===== config.mk =====
export PLATFORM = sky130hd
export DESIGN_NAME = pwm_single_slope
export DESIGN_NICKNAME = d
export VERILOG_FILES = /design/src/rtl/pwm_pkg.sv /design/src/rtl/pwm_shadow_reg.sv /design/src/rtl/pwm_counter.sv /design/src/rtl/pwm_level.sv /design/src/rtl/pwm_single_slope.sv
export SDC_FILE = /design/constraint.sdc
export NUM_CORES = 1
export LEC_CHECK = 0
export ABC_AREA = 1
export BUFFER_PORTS_ARGS = -buffer_cell sky130_fd_sc_hd__buf_4
export CAP_MARGIN = 20
export CORE_UTILIZATION = 57
export CTS_BUF_LIST = sky130_fd_sc_hd__clkbuf_4
export CTS_CLUSTER_DIAMETER = 200
export CTS_CLUSTER_SIZE = 40
export DETAILED_ROUTE_END_ITERATION = 10
export PLACE_DENSITY = 0.74
export SKIP_CTS_REPAIR_TIMING = 1
export SLEW_MARGIN = 20
export SYNTH_ARGS = -nofsm -noshare
export SYNTH_HDL_FRONTEND = slang
export SYNTH_SLANG_ARGS = --single-unit
export TNS_END_PERCENT = 100

===== constraint.sdc =====
create_clock -name clk -period 2.15 [get_ports clk]
set_clock_uncertainty 0.1 [all_clocks]
set_input_delay 0.1075 -clock clk [delete_from_list [all_inputs] [get_ports clk]]
set_output_delay 0.1075 -clock clk [all_outputs]
set_load 0.02 [all_outputs]

===== src/rtl/pwm_pkg.sv =====
// Package: shared types and constants for the single-slope modulator.
// Assumes the counter width is at least 10 bits so that every fixed ceiling fits.
package pwm_pkg;

    typedef enum logic [1:0] {
        TOP_FIX8  = 2'd0,
        TOP_FIX9  = 2'd1,
        TOP_FIX10 = 2'd2,
        TOP_REG   = 2'd3
    } top_sel_e;

    localparam int FIX_BITS_A = 8;
    localparam int FIX_BITS_B = 9;
    localparam int FIX_BITS_C = 10;

endpackage


===== src/rtl/pwm_shadow_reg.sv =====
// Module: a holding register with a working copy.
// A write lands in the holding buffer only. The working copy is refreshed from
// the buffer value held before this cycle's write, and only when load is high.
// Assumes load and we may both be high in the same cycle.
module pwm_shadow_reg #(
    parameter int W = 16
) (
    input  logic         clk,
    input  logic         rst_n,
    input  logic         we,
    input  logic [W-1:0] wdata,
    input  logic         load,
    output logic [W-1:0] buf_q,
    output logic [W-1:0] act_q
);

    // Holding buffer: captures software writes.
    always_ff @(posedge clk) begin
        if (!rst_n)  buf_q <= '0;
        else if (we) buf_q <= wdata;
    end

    // Working copy: follows the buffer at each wrap.
    always_ff @(posedge clk) begin
        if (!rst_n)    act_q <= '0;
        else if (load) act_q <= buf_q;
    end

endmodule


===== src/rtl/pwm_counter.sv =====
// Module: single-slope up-counter and sticky overflow flag.
// The counter climbs on each tick and returns to zero on the tick after it
// equals top_val. next_top is the ceiling that will apply after a wrap.
// Assumes top_val and next_top are stable within a cycle.
module pwm_counter #(
    parameter int W = 16
) (
    input  logic         clk,
    input  logic         rst_n,
    input  logic         tick,
    input  logic [W-1:0] top_val,
    input  logic [W-1:0] next_top,
    input  logic         ovf_clr,
    output logic [W-1:0] cnt,
    output logic         at_top,
    output logic         ovf_flag
);

    logic [W-1:0] cnt_inc;
    logic         ovf_set;

    // Ceiling detect and increment.
    always_comb begin
        at_top  = (cnt == top_val);
        cnt_inc = cnt + 1'b1;
    end

    // Flag set condition: the count is about to equal the ceiling.
    always_comb begin
        if (!tick)       ovf_set = 1'b0;
        else if (at_top) ovf_set = (next_top == '0);
        else             ovf_set = (cnt_inc == top_val);
    end

    // Counter update on enabled ticks.
    always_ff @(posedge clk) begin
        if (!rst_n)      cnt <= '0;
        else if (tick)   cnt <= at_top ? '0 : cnt_inc;
    end

    // Sticky flag: a set takes priority over a clear.
    always_ff @(posedge clk) begin
        if (!rst_n)       ovf_flag <= 1'b0;
        else if (ovf_set) ovf_flag <= 1'b1;
        else if (ovf_clr) ovf_flag <= 1'b0;
    end

endmodule


===== src/rtl/pwm_level.sv =====
// Module: output level for the modulated waveform.
// The level is raised on a tick at the compare match and dropped on a tick at
// the ceiling. The match wins when both occur. Polarity is applied outside.
module pwm_level #(
    parameter int W = 16
) (
    input  logic         clk,
    input  logic         rst_n,
    input  logic         tick,
    input  logic [W-1:0] cnt,
    input  logic [W-1:0] cmp_val,
    input  logic         at_top,
    output logic         level
);

    // Set/clear register with the compare match taking priority.
    always_ff @(posedge clk) begin
        if (!rst_n)                         level <= 1'b0;
        else if (tick && (cnt == cmp_val))  level <= 1'b1;
        else if (tick && at_top)            level <= 1'b0;
    end

endmodule


===== src/rtl/pwm_single_slope.sv =====
// Module: top of the single-slope modulator.
// Selects the ceiling, buffers the compare and period values until each wrap,
// and applies the output polarity. Assumes tick comes from an external divider.
module pwm_single_slope #(
    parameter int W = 16
) (
    input  logic         clk,
    input  logic         rst_n,
    input  logic         tick,
    input  logic [1:0]   top_mode,
    input  logic         pwm_invert,
    input  logic         cmp_we,
    input  logic [W-1:0] cmp_wdata,
    input  logic         per_we,
    input  logic [W-1:0] per_wdata,
    input  logic         ovf_clr,
    output logic         pwm_out,
    output logic         ovf_flag
);
    import pwm_pkg::*;

    localparam logic [W-1:0] FIX_A = W'((1 << FIX_BITS_A) - 1);
    localparam logic [W-1:0] FIX_B = W'((1 << FIX_BITS_B) - 1);
    localparam logic [W-1:0] FIX_C = W'((1 << FIX_BITS_C) - 1);

    logic [W-1:0] cnt, cmp_buf, cmp_act, per_buf, per_act;
    logic [W-1:0] top_val, next_top;
    logic         at_top, wrap, level;
    top_sel_e     sel;

    assign sel  = top_sel_e'(top_mode);
    assign wrap = tick && at_top;

    // Ceiling for this period and for the period after a wrap.
    always_comb begin
        unique case (sel)
            TOP_FIX8:  begin top_val = FIX_A;   next_top = FIX_A;   end
            TOP_FIX9:  begin top_val = FIX_B;   next_top = FIX_B;   end
            TOP_FIX10: begin top_val = FIX_C;   next_top = FIX_C;   end
            default:   begin top_val = per_act; next_top = per_buf; end
        endcase
    end

    pwm_shadow_reg #(.W(W)) u_cmp (
        .clk(clk), .rst_n(rst_n), .we(cmp_we), .wdata(cmp_wdata),
        .load(wrap), .buf_q(cmp_buf), .act_q(cmp_act)
    );

    pwm_shadow_reg #(.W(W)) u_per (
        .clk(clk), .rst_n(rst_n), .we(per_we), .wdata(per_wdata),
        .load(wrap), .buf_q(per_buf), .act_q(per_act)
    );

    pwm_counter #(.W(W)) u_cnt (
        .clk(clk), .rst_n(rst_n), .tick(tick), .top_val(top_val),
        .next_top(next_top), .ovf_clr(ovf_clr), .cnt(cnt),
        .at_top(at_top), .ovf_flag(ovf_flag)
    );

    pwm_level #(.W(W)) u_lvl (
        .clk(clk), .rst_n(rst_n), .tick(tick), .cnt(cnt),
        .cmp_val(cmp_act), .at_top(at_top), .level(level)
    );

    // Polarity select.
    assign pwm_out = pwm_invert ? ~level : level;

endmodule


Yosys cells after proc, flatten, opt, wreduce, memory -nomap -nowiden

Index checks and enable logic that the tools add are counted.

Bits in registers: 82
Logic and storage cells: 30

Add/sub/neg operators: 1
Equal/unequal tests: 5
Multiplexer cells: 10
Bitwise operators: 1
Reductions and logical operators: 6

Operator list:

| operator                                                               | number |
|---|---|
| 16-bit one-hot mux with 3 select lines                                 | 2 |
| 16-bit equality test                                                   | 3 |
| 16-bit by 1-bit adder with 16-bit output (second input constant)       | 1 |
| 16-bit zero test                                                       | 1 |
| 16-bit two-way mux                                                     | 1 |
| 1-bit two-way mux                                                      | 7 |
| 2-bit nonzero test                                                     | 2 |
| 2-bit by 1-bit equality test with 1-bit output (second input constant) | 1 |
| 2-bit equality test (second input constant)                            | 1 |
| 1-bit logical AND                                                      | 2 |
| 2-bit zero test                                                        | 1 |
| 1-bit inverter                                                         | 1 |

Logic depth before layout (Yosys ltp)

Depth after elaboration: 6
Gate-level depth with buffers: 14
Gate-level depth less buffers: 14

By module

Synthesis repeated with hierarchy kept, for this count alone.

Cell total of the unflattened synthesis: 870
Area, all modules: 5032.3 um^2

By module, submodules not included:

| module           | instances | cells each | area each (um^2) | sequential area each (um^2) |
|---|---|---|---|---|
| pwm_shadow_reg   | 2         | 201        | 1350.0           | 640.6 |
| pwm_counter      | 1         | 308        | 1615.3           | 340.3 |
| pwm_single_slope | 1         | 80         | 370.4            | 0.0 |
| pwm_level        | 1         | 80         | 346.6            | 20.0 |

Least setup slack after synthesis

OpenSTA, ideal clock, no wires.

Path kind: register to register
Start: register u_cnt.cnt[1]
End: register u_cnt.ovf_flag
Library setup time: 0.070 ns
Arrival: 1.669 ns
Setup slack: 0.310 ns
Stages on the path, launching flop included: 14
Buffers on the path: 0
Period minus slack after synthesis: 1.840 ns
Cells stage by stage: dfxtp_1 ha_1 nand2_1 nor2_1 nand2_2 inv_1 nand3_1 nand2_1 nand2_1 nor2_1 nand2_1 nor2_1 nand2_1 a21oi_1

Longest elaborated chain between the ends: 5
Elaborated cells on any way between the ends: 7

Ends and longest elaborated chain:

| item                                                    | RTL line          | RTL |
|---|---|---|
| from (decl)                                             | pwm_counter.sv:14 | `output logic [W-1:0] cnt,` |
| from (signal assigned)                                  | pwm_counter.sv:38 | `else if (tick) cnt <= at_top ? '0 : cnt_inc;` |
| 16-bit by 1-bit adder with 16-bit output                | pwm_counter.sv:25 | `cnt_inc = cnt + 1'b1;` |
| 16-bit equality test                                    | pwm_counter.sv:32 | `else ovf_set = (cnt_inc == top_val);` |
| 1-bit two-way mux *                                     | pwm_counter.sv:31 | `else if (at_top) ovf_set = (next_top == '0);` |
| 1-bit two-way mux *                                     | pwm_counter.sv:30 | `if (!tick) ovf_set = 1'b0;` |
| 1-bit two-way mux or 2-bit nonzero test (tied branches) | --                |  |
| to (signal assigned)                                    | pwm_counter.sv:43 | `if (!rst_n) ovf_flag <= 1'b0;` |
| to (signal assigned)                                    | pwm_counter.sv:44 | `else if (ovf_set) ovf_flag <= 1'b1;` |
| to (signal assigned)                                    | pwm_counter.sv:45 | `else if (ovf_clr) ovf_flag <= 1'b0;` |
| to (decl)                                               | pwm_counter.sv:16 | `output logic ovf_flag` |

Every way passes the cells marked *; elsewhere a longest branch is shown, timed or not.
A chain may end at the register's enable or synchronous reset.

Worst setup path in the final report

Start: register u_cnt.cnt[0]
End: register u_cnt.ovf_flag

The elaborated chain is that of the path after synthesis.

==> metrics.txt <==
status=finished, violations left; violated checks=negative hold slack; hold slack=-32.5 ps; Final HPWL DP=8040 microns; GRT overflow=0; Placed Cells=770; Max rail drop VDD=~0.46 mV; Core Footprint=a little over 7000 sq um; final-stage net count=788; worst slew pin tran=between 600 and 700 ps; f_max=490 MHz; Clk pin slew, worst setup/hold paths=130 ps; Layout Area Growth over Synthesis=28.4%; register area share after synthesis=0.387; initial core utilization=0.588; Critical Path Sink Type=register; most common cell after layout, fill and taps aside=nand2_1; Design Area, Final=5450 sq um; syn_area_per_cell=6.60 sq um; Placer Congestion=0.906; arrival time at the worst endpoint=2310 ps; Clock Latency Late Sink=450 ps; synthesized instance count=643; clock root buffer=clkbuf_4; post-placement setup slack=7.04 ps; Yosys cell types=28; largest net degree at the start of global routing=39; Net Count, Synth=687; first-pass GRT wire length=17,800 microns; synthesis-stage register bit count=82; DRC Markers=0; CTS Buffer Depth=2; leakage power total=2.33 nW; Setup violations, final=0; final std cells w/o fill=848; initial DRC count=325; Ant. Diodes=0; Die Wd=88.3 microns; critical path class=register to register; Final ANT Viol Nets=0; synth warn=0; gr usage total=0.303; Buffers on Ports=42; WL/cell=15.4 microns; worst hold path type=primary input to register; Max-Cap Viols=0; Cell Rows=31; Critical Path Fanout Max=6; most frequent cells in the layout=nand2_1 (168), nor2_1 (115), dfxtp_1 (74); H-tree Lvls=3; max-slew violations=0; Worst Path Required=approximately 2400 ps; TritonCTS Sinks=82; Avg Vias per Cell=5.47; Tot Pwr=0.00298 W; Slew headroom=0.557; initial antenna violation count=0; # IOs=43; CTS Buf Count=9; crit start category=register; period utilisation layout=0.949; Tmin final=about 2000 ps; die area=7800 sq um; vias=4,640; drt first pass iters=5; CTS tree=yes; Power Density=547 nW/um^2; die height=88.3 microns; Area after DPL=about 4700 sq um; share of cells above drive strength 1=0.140; DRT Wirelength=roughly 13,000 microns; setup ws final=109 ps; vias in the first global route=3,752; Mapped Area=4240 sq um; final hold viol count=3
## synthesized netlist by cell type (all sizes together)
cell | instances | share of area
dfxtp | 82 | 0.39
a21oi | 36 | 0.042
ha | 3 | 0.0088
o22ai | 2 | 0.0029
xnor2 | 3 | 0.0062
nor4 | 2 | 0.0029
nand3b | 2 | 0.0035
nand4 | 11 | 0.016
o21ai | 41 | 0.048
o2111a | 1 | 0.0027
nand3 | 48 | 0.057
nand2 | 170 | 0.15
nor3b | 1 | 0.0018
o2111ai | 2 | 0.0041
inv | 57 | 0.050
or2 | 2 | 0.0029
a211oi | 11 | 0.032
buf | 12 | 0.021
clkbuf | 18 | 0.016
nor2 | 117 | 0.10
xor2 | 15 | 0.031
nor3 | 5 | 0.0059
clkinv | 2 | 0.0021
## per-stage QoR
step / hold WS, ps / TNS, ps / util
floorplan: 142 / 0 / -
global placement: 228 / -36.5 / 0.646
detailed placement: 234 / 0 / 0.646
CTS: -240 / -42.3 / 0.666
global route: 10.8 / -56.6 / 0.755
finish: -32.5 / 0 / 0.755
## worst max-delay path, cell delays in order (launching register included)
cell	delay (ps)
dfxtp_4	400
ha_2	200
nand2_1	100
nor2_1	100
buf_4	160
nand2_2	80
inv_2	80
nand3_1	70
nand2_1	70
nand2_1	50
nor2_1	80
nand2_1	70
nor2_2	140
nand2_1	100
a21oi_1	170
## metal layers
| metal | up-vias | share of wire | track usage |
|---|---|---|---|
| met5 | - | 0 | 0 |
| met4 | 0 | 0.027 | 0.103 |
| met3 | 39 | 0.060 | 0.0476 |
| met2 | 210 | 0.48 | 0.489 |
| met1 | 2133 | 0.43 | 0.414 |
| li1 | 2258 | - | - |
## logic make-up (layout without fill, tap and decap cells)
family                   after synthesis  after routing  synth area share
AO/OA/AOI/OAI                         93             93             0.133
adder cells (fa/ha/maj)                3              3           0.00885
flip-flops                            82             82             0.387
buffers and inverters                 89            195            0.0893
AND/OR/NAND/NOR                      358            358             0.345
XOR/XNOR                              18             18            0.0371
## cell type report
type | count | area (sq um)
fillers | 541 | 1770
inverters | 59 | 223
clock buffers | 10 | 75.1
flip-flops and latches | 82 | 1660
multi-input cells | 472 | 2230
clock inverters | 6 | 72.6
repair buffers | 120 | 1070
well taps | 99 | 124
## report_power, final
part	switching [W]	total, W	internal [W]
registers	0.0000404	0.00161	0.00157
clock network	0.000593	0.000972	0.000379
logic	0.000199	0.000402	0.000203
## final timing paths
check                                     from                           end  slack (ps)  cells past startpoint
hold / removal                          cmp_we   u_cmp.buf_q[8]$_SDFFE_PN0P_         -30                      3
hold reg to reg   u_per.act_q[15]$_SDFFE_PN0P_  u_per.act_q[15]$_SDFFE_PN0P_         380                      2
setup / recovery     u_cnt.cnt[0]$_SDFFE_PN0P_   u_cnt.ovf_flag$_SDFFE_PN0P_         110                     14
setup reg to reg     u_cnt.cnt[0]$_SDFFE_PN0P_   u_cnt.ovf_flag$_SDFFE_PN0P_         110                     14
## registers in the layout, summed over array words and instances (netlist names)
name            cells
u_cmp.act_q        16
u_cmp.buf_q        16
u_cnt.cnt          16
u_cnt.ovf_flag      1
u_lvl.level         1
u_per.act_q        16
u_per.buf_q        16
Note: power is estimated with default switching activity, not from simulation.
